$ cat src/rtl/dmc_pkg.sv
// Shared definitions for the dual-mode counter.
package dmc_pkg;
    localparam int COUNT_W = 16;
    typedef logic [COUNT_W-1:0] count_t;
    // Increment source encoding: matches the mode_manual pin level.
    typedef enum logic {
        SRC_TIMER  = 1'b0,
        SRC_BUTTON = 1'b1
    } inc_src_e;
endpackage

$ cat src/rtl/level_sync.sv
// level_sync: multi-flop synchroniser for a slow asynchronous level.
// Assumes the input changes far slower than clk. Resets to zero.
module level_sync #(
    parameter int STAGES = 2
) (
    input  logic clk,
    input  logic rst_n,
    input  logic d,
    output logic q
);
    logic [STAGES-1:0] chain;

    // Shift the input level through the flop chain.
    always_ff @(posedge clk) begin
        if (!rst_n) chain <= '0;
        else        chain <= {chain[STAGES-2:0], d};
    end

    assign q = chain[STAGES-1];
endmodule

$ cat src/rtl/tick_divider.sv
// tick_divider: produces a one-cycle enable pulse every DIV_CYCLES clocks.
// Assumes DIV_CYCLES >= 2. The pulse comes when the internal count reaches
// its threshold. Duty cycle is 1/DIV_CYCLES.
module tick_divider #(
    parameter int DIV_CYCLES = 100_000_000
) (
    input  logic clk,
    input  logic rst_n,
    output logic tick
);
    localparam int            W    = $clog2(DIV_CYCLES);
    localparam logic [W-1:0]  LAST = W'(DIV_CYCLES - 1);

    logic [W-1:0] cnt;

    // Pulse when the count sits at its threshold.
    assign tick = (cnt == LAST);

    // Count cycles, restarting after each pulse.
    always_ff @(posedge clk) begin
        if (!rst_n)    cnt <= '0;
        else if (tick) cnt <= '0;
        else           cnt <= cnt + 1'b1;
    end

    a_r1_divider_cleared: assert property (@(posedge clk)
        !rst_n |=> (cnt == '0));
    a_r2_count_in_range: assert property (@(posedge clk) disable iff (!rst_n)
        cnt <= LAST);
    a_r2_tick_isolated: assert property (@(posedge clk) disable iff (!rst_n)
        tick |=> !tick);
endmodule

$ cat src/rtl/press_detector.sv
// press_detector: synchronises a raw button, and accepts a new level only
// after it has held for DEBOUNCE_CYCLES cycles. It then emits one pulse per
// accepted rising level. Assumes DEBOUNCE_CYCLES >= 2 and an active-high button.
module press_detector #(
    parameter int DEBOUNCE_CYCLES = 1_000_000,
    parameter int SYNC_STAGES     = 2
) (
    input  logic clk,
    input  logic rst_n,
    input  logic btn_raw,
    output logic press
);
    localparam int           W    = $clog2(DEBOUNCE_CYCLES + 1);
    localparam logic [W-1:0] LAST = W'(DEBOUNCE_CYCLES - 1);

    logic         synced;
    logic         level;
    logic         level_q;
    logic [W-1:0] cnt;

    level_sync #(.STAGES(SYNC_STAGES)) u_sync (
        .clk  (clk),
        .rst_n(rst_n),
        .d    (btn_raw),
        .q    (synced)
    );

    // Time how long the synchronised input differs from the accepted level.
    always_ff @(posedge clk) begin
        if (!rst_n) begin
            cnt   <= '0;
            level <= 1'b0;
        end else if (synced == level) begin
            cnt <= '0;
        end else if (cnt == LAST) begin
            level <= synced;
            cnt   <= '0;
        end else begin
            cnt <= cnt + 1'b1;
        end
    end

    // Remember the previous accepted level for edge detection.
    always_ff @(posedge clk) begin
        if (!rst_n) level_q <= 1'b0;
        else        level_q <= level;
    end

    assign press = level & ~level_q;

    a_r4_press_one_cycle: assert property (@(posedge clk) disable iff (!rst_n)
        press |=> !press);
    a_r6_level_waits: assert property (@(posedge clk) disable iff (!rst_n)
        (rst_n && cnt != LAST) |=> $stable(level));
    a_r6_level_takes_input: assert property (@(posedge clk) disable iff (!rst_n)
        (rst_n && cnt == LAST && synced != level) |=> (level == $past(synced)));
endmodule

$ cat src/rtl/wrap_counter.sv
// wrap_counter: COUNT_W-bit up counter that steps on a one-cycle enable
// and wraps from all ones to zero.
module wrap_counter
    import dmc_pkg::*;
(
    input  logic   clk,
    input  logic   rst_n,
    input  logic   inc,
    output count_t value
);
    // Add one on each enable, and hold otherwise.
    always_ff @(posedge clk) begin
        if (!rst_n)   value <= '0;
        else if (inc) value <= value + 1'b1;
    end

    a_r8_step_wraps: assert property (@(posedge clk) disable iff (!rst_n)
        (rst_n && inc) |=> (value == COUNT_W'($past(value) + 1'b1)));
    a_r2_idle_hold: assert property (@(posedge clk) disable iff (!rst_n)
        (rst_n && !inc) |=> $stable(value));
endmodule

$ cat src/rtl/dual_mode_counter.sv
// dual_mode_counter: 16-bit up counter whose step enable is taken either
// from a periodic divider (timed mode) or from a debounced button press
// (manual mode), as chosen by a synchronised switch level.
// Assumes a single clock domain. The switch and button are asynchronous.
module dual_mode_counter
    import dmc_pkg::*;
#(
    parameter int DIV_CYCLES      = 100_000_000,
    parameter int DEBOUNCE_CYCLES = 1_000_000,
    parameter int SYNC_STAGES     = 2
) (
    input  logic               clk,
    input  logic               rst_n,
    input  logic               mode_manual,
    input  logic               btn_raw,
    output logic [COUNT_W-1:0] count
);
    logic     mode_s;
    logic     tick;
    logic     press;
    logic     inc;
    inc_src_e src;
    count_t   value;

    level_sync #(.STAGES(SYNC_STAGES)) u_mode_sync (
        .clk  (clk),
        .rst_n(rst_n),
        .d    (mode_manual),
        .q    (mode_s)
    );

    tick_divider #(.DIV_CYCLES(DIV_CYCLES)) u_div (
        .clk  (clk),
        .rst_n(rst_n),
        .tick (tick)
    );

    press_detector #(
        .DEBOUNCE_CYCLES(DEBOUNCE_CYCLES),
        .SYNC_STAGES    (SYNC_STAGES)
    ) u_press (
        .clk    (clk),
        .rst_n  (rst_n),
        .btn_raw(btn_raw),
        .press  (press)
    );

    assign src = inc_src_e'(mode_s);

    // Select the increment source from the synchronised mode.
    always_comb begin
        if (src == SRC_BUTTON) inc = press;
        else                   inc = tick;
    end

    wrap_counter u_cnt (
        .clk  (clk),
        .rst_n(rst_n),
        .inc  (inc),
        .value(value)
    );

    assign count = value;

    a_r3_timer_ignores_button: assert property (@(posedge clk) disable iff (!rst_n)
        (rst_n && src == SRC_TIMER && !tick) |=> $stable(count));
    a_r5_button_ignores_timer: assert property (@(posedge clk) disable iff (!rst_n)
        (rst_n && src == SRC_BUTTON && !press) |=> $stable(count));
endmodule

$ cat config.mk
export PLATFORM = sky130hd
export DESIGN_NAME = dual_mode_counter
export DESIGN_NICKNAME = d
export VERILOG_FILES = /design/src/rtl/dmc_pkg.sv /design/src/rtl/level_sync.sv /design/src/rtl/tick_divider.sv /design/src/rtl/press_detector.sv /design/src/rtl/wrap_counter.sv /design/src/rtl/dual_mode_counter.sv
export SDC_FILE = /design/constraint.sdc
export NUM_CORES = 1
export LEC_CHECK = 0
export BUFFER_PORTS_ARGS = -buffer_cell sky130_fd_sc_hd__buf_2
export CAP_MARGIN = 20
export CELL_PAD_IN_SITES_DETAIL_PLACEMENT = 1
export CELL_PAD_IN_SITES_GLOBAL_PLACEMENT = 1
export CORE_MARGIN = 1.5
export CORE_UTILIZATION = 50
export CTS_CLUSTER_DIAMETER = 120
export DETAILED_ROUTE_END_ITERATION = 12
export GPL_TIMING_DRIVEN = 0
export HOLD_SLACK_MARGIN = 0.12
export PLACE_DENSITY_LB_ADDON = 0.05
export SYNTH_ARGS = -nofsm -noshare
export SYNTH_HDL_FRONTEND = slang
export SYNTH_HIERARCHICAL = 1
export SYNTH_SLANG_ARGS = --single-unit
$ cat constraint.sdc
create_clock -name clk -period 5.9 [get_ports clk]
set_clock_uncertainty 0.15 [all_clocks]
set_input_delay 0.59 -clock clk [delete_from_list [all_inputs] [get_ports clk]]
set_output_delay 0.59 -clock clk [all_outputs]
set_load 0.02 [all_outputs]
After elaboration in Yosys (flattened, before gate mapping)
Index checks and enable logic that the tools add are counted.

Equal/unequal tests: 3. Bitwise gates (word level): 4. Reduce and logical (&&, ||, !) cells: 3. Multiplexer cells: 1. Add/sub/neg operators: 3.

Operators with widths (count): 27-bit by 1-bit adder with 27-bit output, second input constant (1); 27-bit equality test, second input constant (1); 20-bit by 1-bit adder with 20-bit output, second input constant (1); 20-bit equality test, second input constant (1); 16-bit by 1-bit adder with 16-bit output, second input constant (1); 1-bit inverter (3); 3-bit OR reduction (1); 2-bit AND reduction (1); 2-bit OR reduction (1); 1-bit AND (1); 1-bit equality test (1); 1-bit 2-to-1 mux (1).

Flip-flop bits (word level): 69. Input port bits: 4. Output and inout port bits: 16. Logic and storage cells: 21.

Longest topological paths before layout
Gate-level depths: netlist (run 1).

Word-level depth: 3. Depth in mapped cells: 9. Depth with buffers taken out: 9.

Hierarchy
Netlist (run 1), hierarchy kept.

By module, submodules not included: tick_divider (times used 1, cells each 154, area an instance 1355.0 µm², seq. area each 540.5 µm²); press_detector (times used 1, cells each 109, area an instance 1032.2 µm², seq. area each 440.4 µm²); wrap_counter (times used 1, cells each 83, area an instance 744.5 µm², seq. area each 320.3 µm²); level_sync (times used 2, cells each 4, area an instance 52.6 µm², seq. area each 40.0 µm²); dual_mode_counter (times used 1, cells each 1, area an instance 15.0 µm², seq. area each 0.0 µm²).

Worst setup path after synthesis (run 1)
Ideal clock, no wire load.

Path kind: register to register. From: register u_div.cnt[0]. To: register u_cnt.value[13]. Setup time: 0.070 ns. Stages on the path, launching flop included: 10. Slack: 3.263 ns. Arrival: 2.417 ns. Buffers on the path: 0. Data required time: 5.680 ns. Clock period less this slack: 2.637 ns. Path through: dfxtp_1 -> ha_1 -> nand3_2 -> or2_2 -> nor4_1 -> mux2_4 -> nand4_4 -> nor4_4 -> or3b_1 -> a21oi_1.

Cells in the longest elaborated chain, start to end: 2.

Ends and longest elaborated chain: from (decl) (RTL line tick_divider.sv:14) `logic [W-1:0] cnt;`; from (signal assigned) (RTL line tick_divider.sv:23) `else cnt <= cnt + 1'b1;`; 27-bit equality test (RTL line tick_divider.sv:17) `assign tick = (cnt == LAST);`; via tick (RTL line dual_mode_counter.sv:19) `logic tick;`; 1-bit 2-to-1 mux (RTL line dual_mode_counter.sv:52) `if (src == SRC_BUTTON) inc = press;`; via inc (RTL line dual_mode_counter.sv:21) `logic inc;`; to (signal assigned) (RTL line wrap_counter.sv:14) `else if (inc) value <= value + 1'b1;`; to (decl) (RTL line wrap_counter.sv:9) `output count_t value`.

The timed path passes the listed nets, and every way through them passes these cells. A chain may end at the register's enable or synchronous reset.

Worst setup path after layout (run 1)
Same ends and word-level chain as after synthesis.

==> results.tsv, run 1 <==
metric	value	unit
synth_nets	362	
tns	0	ps
via_per_inst	5.72	
gp_congestion	0.766	
end_kind	flop	
crit_slowest_cell	dfxtp_1	
htree_levels	3	
max_stage_delay	390	ps
synthFlopType	dfxtp_1	
power_density	238	nW/um^2
die_height	83.6	um
tritoncts	yes	
setup_viol	0	
num_vias	2669	
cts-resized-gates	0	
synth_area_leader_cell	dfxtp_1	
cts_root_buffer	clkbuf_8	
rsz0062_at_grt	no	
drt_pass1_iterations	4	
async_flop_share	0	%
synth.distinct_cells	52	
area_delta_synth_final	11.8	%
grt_overflow	0	
dieArea	7000	um^2
fmax	329	MHz
synth_edf_count	0	
synth_area_leaders	dfxtp_1 42%, xor2_1 5.1%, nor2_1 4.5%, xnor2_1 4.3%, a21oi_1 2.9%	
layout_common_cells	69 x dfxtp_1, 39 x nor2_1, 22 x nand2_1	
clkSinkCount	69	
synth_xor_area_share	9.43	%
synth_area	3250	um^2
path_class	reg2reg	
fin_crit	3040	ps
cts.reportedPaths.clkPinSlew	70	ps
antenna_found_initial	0	
worstSetupStartpoint	u_div/cnt[0]	
seq_area_frac_synth	42.5	%
start_util	51.5	%
routed_wl	7110	um
cts_setup_buffers	0	
min_from	u_press/cnt[0]	
clock_path_buffers	2	
synth_mux_area_share	1.69	%
synthAdderAreaFrac	1.15	%
slew_headroom	56.7	%
wl_per_cell	15.2	um
final_common_cell	dfxtp_1	
grt_max_degree	18	
drtIter0Drc	107	
cp_cell_sequence	ha_1 > nand3_2 > or2_2 > nor4_1 > mux2_4 > nand4_4 > nor4_4 > or3b_1 > a21oi_1	
stdcell_count	467	
design_area	3640	um^2
ir_worst_vdd	0.126	mV
grtUsageTotal	22.4	%
dpl_cell_area	3440	um^2
pin_count	20	
rr_worst_depth	9	
finalHoldViolCount	0	
status	completed	
num_rows	29	
holdPathStages	1	
io_buffers	19	
grt_pass1_wl	12700	um
yosys.area.top_type_share	42.5	%
post-route-util	57.6	%
die_w	83.6	um
synth_compound_area_share	9.50	%
fin_crit_sh	51.5	%
numCtsBuffers	9	
path_max_fanout	8	
start_kind	flop	
power.leakage	1.30	nW
synthCells	355	
required	6020	ps
r2r_start	u_div/cnt[0]	
slew_viol_final	0	
final_antenna_net_count	0	
core	6310	um^2
route.detailed.drc	0	
synth_top_family_by_area	simple AND/OR/NAND/NOR gates	
cts_hold_buf	0	
ys_ff_latch	69	
clkLatencyLatePin	340	ps
grt_pass1_vias	2723	
dp_cells	451	
min_path_type	reg2reg	
drive_above_1_share	16.7	%
drv_cap	0	
dp_hpwl	5180	um
layout.nets	392	
ys_warn_count	6	
yosys.area_share.simple	32.6	%
crit_arrival	3150	ps
syn_avg_cell_area	9.16	um^2
worstMarginPinSlew	643	ps
n_antenna_cell	0	
[critical path: cells and delay by family (launching register included)]
| kind | cells | cell delay, ps |
|---|---|---|
| and+or+nand+nor | 6 | 1720 |
| DFF | 1 | 390 |
| AOI/OAI and AO/OA | 1 | 150 |
| adders and majority gates | 1 | 290 |
| muxes | 1 | 260 |
[state kept, by name (all words and copies together) (netlist names)]
register and flops:
u_press/cnt 20, u_cnt/value 16, u_press/level_q 1, u_mode_sync/chain 2
u_div/cnt 27, u_press/level 1, u_press/u_sync/chain 2
[path summary, 6_finish.rpt]
check        slack [ps]               to
max                2860  u_cnt/value[13]
min                 290   u_press/cnt[0]
max reg2reg        2860  u_cnt/value[13]
min reg2reg         290   u_press/cnt[0]
[power breakdown]
part,total [W],switching (W),internal [W]
clock,0.000376,0.000171,0.000206
combinational,0.0000167,0.0000109,0.00000585
sequential,0.000471,0.00000254,0.000469
[cell usage after synthesis (3+ instances only)]
library cell  number
a21oi_1           19
and2_1            10
and3_1             7
and3_2             3
and4_1             4
clkbuf_1           4
dfxtp_1           69
ha_1               3
inv_1             11
mux2i_1            4
nand2_1           22
nand2b_1           3
nand3_1           18
nand3b_1           4
nand4_1           12
nand4_4            3
nor2_1            39
nor3_1             6
nor4_1             9
o21ai_0           12
o31ai_1            6
o41ai_1            3
or3_1              8
or3_2              3
or4_1              4
xnor2_1           16
xor2_1            19
[layout make-up]
type	instances	area, um^2
Tap cell	77	96.3
Multi-Input combinational cell	265	1770
Inverter	11	41.3
Fill cell	759	2680
Buffer	10	62.6
Sequential cell	69	1380
Timing Repair Buffer	19	95.1
Clock inverter	4	47.5
Clock buffer	12	145
[stage by stage]
stage	hold WS [ps]	worst slack, ps	power [W]
finish	287	2860	0.000864
global route	309	2600	0.000900
CTS	293	2840	0.000881
detailed placement	274	2870	0.000499
global placement	264	2940	0.000498
floorplan	261	3260	0.000492
[per-layer routing]
metal	global-route usage, %	share of wire, %	routed length [um]
met2	36.1	48	3390
met5	0	0	0
met1	28.9	48	3410
met3	4.85	2.4	174
met4	9.69	1.9	136
[cell families (layout without fill, tap and decap cells)]
logic type	Yosys count	in the layout
AO/OA/AOI/OAI	46	46
XOR/XNOR	35	35
adder cells (fa/ha/maj)	3	3
buffers and inverters	21	56
flip-flops	69	69
multiplexers	5	5
AND/OR/NAND/NOR	176	176
Note: power is estimated with default switching activity, not from simulation.
==> run 2: changes to the inputs <==
- CORE_UTILIZATION: 50 -> 46
- clock period: 5.9 -> 3.1 ns (I/O delays scaled with it)
==> results.tsv, run 2 (synthesis gave the netlist of run 1 again) <==
metric	value	unit
pin_count	20	
num_rows	30	
route.detailed.drc	0	
drtIter0Drc	65	
tns	0	ps
ir_worst_vdd	0.257	mV
area_delta_synth_final	14.0	%
power.leakage	1.31	nW
die_w	87.1	um
layout_common_cells	69 x dfxtp_1, 39 x nor2_1, 22 x nand2_1	
min_path_type	in2reg	
power_density	452	nW/um^2
dieArea	7580	um^2
tritoncts	yes	
drv_cap	0	
cts_root_buffer	clkbuf_8	
crit_slowest_cell	dfxtp_1	
via_per_inst	5.44	
drive_above_1_share	17.3	%
wl_per_cell	14.6	um
final_common_cell	dfxtp_1	
fin_crit_sh	93.4	%
crit_arrival	3020	ps
clock_path_buffers	2	
clkSinkCount	69	
setup_viol	0	
grt_pass1_vias	2649	
final_antenna_net_count	0	
path_class	reg2reg	
grt_max_degree	18	
reg_top3	u_div/cnt (27), u_press/cnt (20), u_cnt/value (16)	
fin_crit	2890	ps
dpl_cell_area	3470	um^2
fmax	345	MHz
design_area	3710	um^2
layout.nets	394	
slew_viol_final	0	
numCtsBuffers	9	
clkLatencyLatePin	340	ps
nFillCells	831	
num_vias	2656	
die_height	87.1	um
max_stage_delay	420	ps
grt_pass1_wl	12500	um
top_register	u_div/cnt	
grt_overflow	0	
path_delay_family	simple AND/OR/NAND/NOR gates	
finalHoldViolCount	0	
gp_congestion	0.752	
hold_slack	230	ps
antenna_found_initial	0	
grtUsageTotal	20.9	%
worstMarginPinSlew	660	ps
cts_setup_buffers	0	
cp_num_buf_inv	0	
n_antenna_cell	0	
dp_hpwl	5000	um
start_kind	flop	
cts.reportedPaths.clkPinSlew	80	ps
required	3220	ps
htree_levels	3	
cp_cell_sequence	ha_4 > nand3_2 > or2_2 > nor4_2 > mux2_4 > nand4_4 > nor4_4 > or3b_1 > a21oi_1	
routed_wl	7110	um
end_kind	flop	
status	completed	
io_buffers	19	
largest_reg_flops	27	
core	6830	um^2
slew_headroom	55.6	%
path_max_fanout	8	
start_util	47.6	%
drt_pass1_iterations	4	
==> run 2: tightest hold or removal path: cells and delay by family <==
family	cells	cell delay, ps
mux	1	50
buf+inv	1	210
simple gates	1	100
==> run 2: layout make-up <==
cell class	instances	area (um^2)	share of cell area, %
multi-input combinational	265	1790	48.2
tap	96	120	3.24
inverter	11	41.3	1.11
clock inverter	5	58.8	1.59
buffer	10	62.6	1.69
timing repair buffer	21	115	3.11
sequential	69	1380	37.3
clock buffer	11	141	3.82
==> run 2: where the power goes <==
group	internal (W)	leakage (nW)	switching (W)
clock	0.000396	0.0959	0.000348
combinational	0.0000141	0.657	0.0000204
sequential	0.000892	0.557	0.00000589
total	0.00130	1.31	0.000375
==> run 2: timing repair <==
item	4_1_cts	5_1_grt
endpoints found under the setup margin	0	2
hold buffers	2	0
hold endpoints to repair	2	0
resized for setup	0	3
==> run 2: per-stage QoR <==
stage | worst slack, ps | total power (W) | instances | utilization, %
6_report | 205 | 0.00168 | 488 | 54.2
2_1_floorplan | 463 | 0.000936 | 355 | -
4_1_cts | 11.7 | 0.00170 | 488 | 54.0
3_5_place_dp | 42.5 | 0.000949 | 470 | 50.8
3_3_place_gp | 135 | 0.000948 | 470 | 50.8
5_1_grt | -17.0 | 0.00175 | 488 | 54.2
==> run 2: path summary, 6_finish.rpt <==
kind	startpoint	to	slack [ps]	cells after the start
min	rst_n	u_cnt/value[12]	230	3
max	u_div/cnt[0]	u_cnt/value[13]	210	9
max reg2reg	u_div/cnt[0]	u_cnt/value[13]	210	9
min reg2reg	u_press/u_sync/chain[0]	u_press/u_sync/chain[1]	290	1
==> run 2: routing by layer <==
metal | GRT usage (%) | routed length, um | vias up
met3 | 5.97 | 165 | 6
li1 | - | - | 1341
met1 | 27.1 | 3420 | 1284
met5 | 0 | 0 | -
met2 | 33.8 | 3470 | 25
met4 | 5.72 | 55 | 0
==> run 3: changes to the inputs <==
- REMOVE_ABC_BUFFERS: unset -> 1
- SYNTH_HIERARCHICAL: 1 -> unset
==> results.tsv, run 3 <==
metric	value	unit
area_delta_synth_final	11.3	%
final_antenna_net_count	0	
post-route-util	53.0	%
status	completed	
pin_count	20	
n_antenna_cell	0	
die_height	84.3	um
p_seq_share	57.5	%
drive_above_1_share	9.68	%
die_w	84.3	um
async_flop_share	0	%
grt_pass1_vias	2388	
routed_wl	6360	um
tritoncts	yes	
yosysMostFrequentCell	dfxtp_1	
ys_warn_count	0	
worstMarginPinSlew	986	ps
synth_edf_count	0	
slew_headroom	34.3	%
power_density	462	nW/um^2
via_per_inst	5.55	
cts_setup_buffers	0	
dp_hpwl	4320	um
switching_share	22.3	%
synth_area_leaders	dfxtp_1 45%, xnor2_1 7.5%, nor2_1 7.0%, xor2_1 4.6%, nand3_1 3.8%	
drtIter0Drc	93	
ys_ff_latch	69	
grt_pass1_wl	10900	um
start_kind	flop	
fin_crit_sh	82.7	%
clock_path_buffers	2	
syn_avg_cell_area	8.74	um^2
synthCells	348	
seqCellArea	1380	um^2
largest_reg_flops	27	
synth.distinct_cells	37	
tns	0	ps
dieArea	7110	um^2
drv_cap	0	
grt_max_degree	31	
clockPowerShare	40.2	%
io_buffers	19	
setup_viol	0	
reg_top3	u_div.cnt (27), u_press.cnt (20), u_cnt.value (16)	
grt_overflow	0	
route.detailed.drc	0	
power.leakage	1.12	nW
drt_pass1_iterations	4	
finalHoldViolCount	0	
grtUsageTotal	19.0	%
clkSinkCount	69	
rsz0062_at_grt	no	
end_kind	flop	
cts.reportedPaths.clkPinSlew	70	ps
synthFlopType	dfxtp_1	
min_from	rst_n	
internal_power	0.00122	W
min_path_type	in2reg	
num_vias	2491	
start_util	47.6	%
layout.nets	375	
yosys-top-cells-count	69 x dfxtp_1, 57 x nor2_1, 26 x xnor2_1	
nFillCells	758	
worstSetupStartpoint	u_div.cnt[0]	
ir_worst_vdd	0.264	mV
yosys.area.top_type_share	45.4	%
antenna_found_initial	0	
synth_area_leader_cell	dfxtp_1	
multi_input_area	1580	um^2
p_switching	0.000349	W
htree_levels	3	
wl_per_cell	14.2	um
path_class	reg2reg	
r2r_start	u_div.cnt[0]	
gp_congestion	0.740	
crit_arrival	2660	ps
combPwrFrac	2.2	%
core	6390	um^2
slew_viol_final	0	
numCtsBuffers	9	
fmax	390	MHz
num_rows	29	
cts_root_buffer	clkbuf_8	
synth_area	3040	um^2
layout_common_cells	69 x dfxtp_1, 57 x nor2_1, 26 x xnor2_1	
required	3200	ps
seq_area_frac_synth	45.4	%
top_register	u_div.cnt	
path_max_fanout	30	
fin_crit	2560	ps
final_common_cell	dfxtp_1	
clkLatencyLatePin	340	ps
run 3: cell count changes after synthesis, sizes merged, moves of 5 or more:
cell,previous run,this run
o31ai,6,11
nor4,10,5
xnor2,16,26
a21oi,21,15
nor2,39,57
o21ai,12,5
nand4,16,8
clkbuf,5,11
run 3: area by class of cell:
| type | count | share of cell area [%] |
|---|---|---|
| clock buffers | 13 | 4.40 |
| clock inverters | 2 | 0.296 |
| inverters | 10 | 1.11 |
| multi-input cells | 256 | 46.7 |
| flip-flops and latches | 69 | 40.8 |
| well taps | 77 | 2.85 |
| repair buffers | 22 | 3.84 |
run 3: cells by family (layout without fill, tap and decap cells):
family          Yosys count  after routing  synth area share [%]
compound gates           36             36                  7.48
simple gates            173            173                  30.2
mux                       2              2                 0.658
buf+inv                  23             47                  2.92
flops                    69             69                  45.4
xor+xnor                 42             42                  12.1
fa+ha+maj                 3              3                  1.23
run 3: path summary, 6_finish.rpt:
path                                to  slack, ps  cells past startpoint
hold / removal          u_press.cnt[2]        190                      3
setup reg to reg       u_cnt.value[12]        540                      6
setup / recovery       u_cnt.value[12]        540                      6
hold reg to reg   u_mode_sync.chain[1]        290                      1
run 3: metal layers:
metal | GRT usage [%] | up-vias | share of wire (%)
li1 | - | 1252 | -
met1 | 24.4 | 1207 | 49
met2 | 30.4 | 20 | 47
met3 | 3.54 | 12 | 2.0
met4 | 10.3 | 0 | 2.2
met5 | 0 | - | 0
run 3: per-stage QoR:
stage	cells	hold slack [ps]	power (W)	worst slack, ps	instance area, um^2
global placement	431	269	0.000951	-21.4	3180
CTS	449	178	0.00158	526	3390
floorplan	335	262	0.000939	792	2990
detailed placement	432	277	0.000954	560	3210
global route	449	206	0.00162	356	3390
finish	449	187	0.00156	537	3390
run 3: power groups by stage:
stage / Combinational [W] / Clock (W) / Sequential, W
2_1_floorplan: 0.0000207 / 0 / 0.000919
3_3_place_gp: 0.0000305 / 0 / 0.000920
3_5_place_dp: 0.0000337 / 0 / 0.000921
4_1_cts: 0.0000360 / 0.000648 / 0.000900
5_1_grt: 0.0000397 / 0.000684 / 0.000901
6_report: 0.0000351 / 0.000629 / 0.000900
run 3: repair_timing:
item                      CTS  global route
hold endpoints to repair    2             0
hold buffers                2             0
resized for setup           0             0
run 3: critical path, cell delays in order (launching register included):
cell and delay (ps):
dfxtp_1 350, ha_1 210, and4_1 320, nand4_1 120, o21a_1 550, or4_1 640
a21oi_1 150
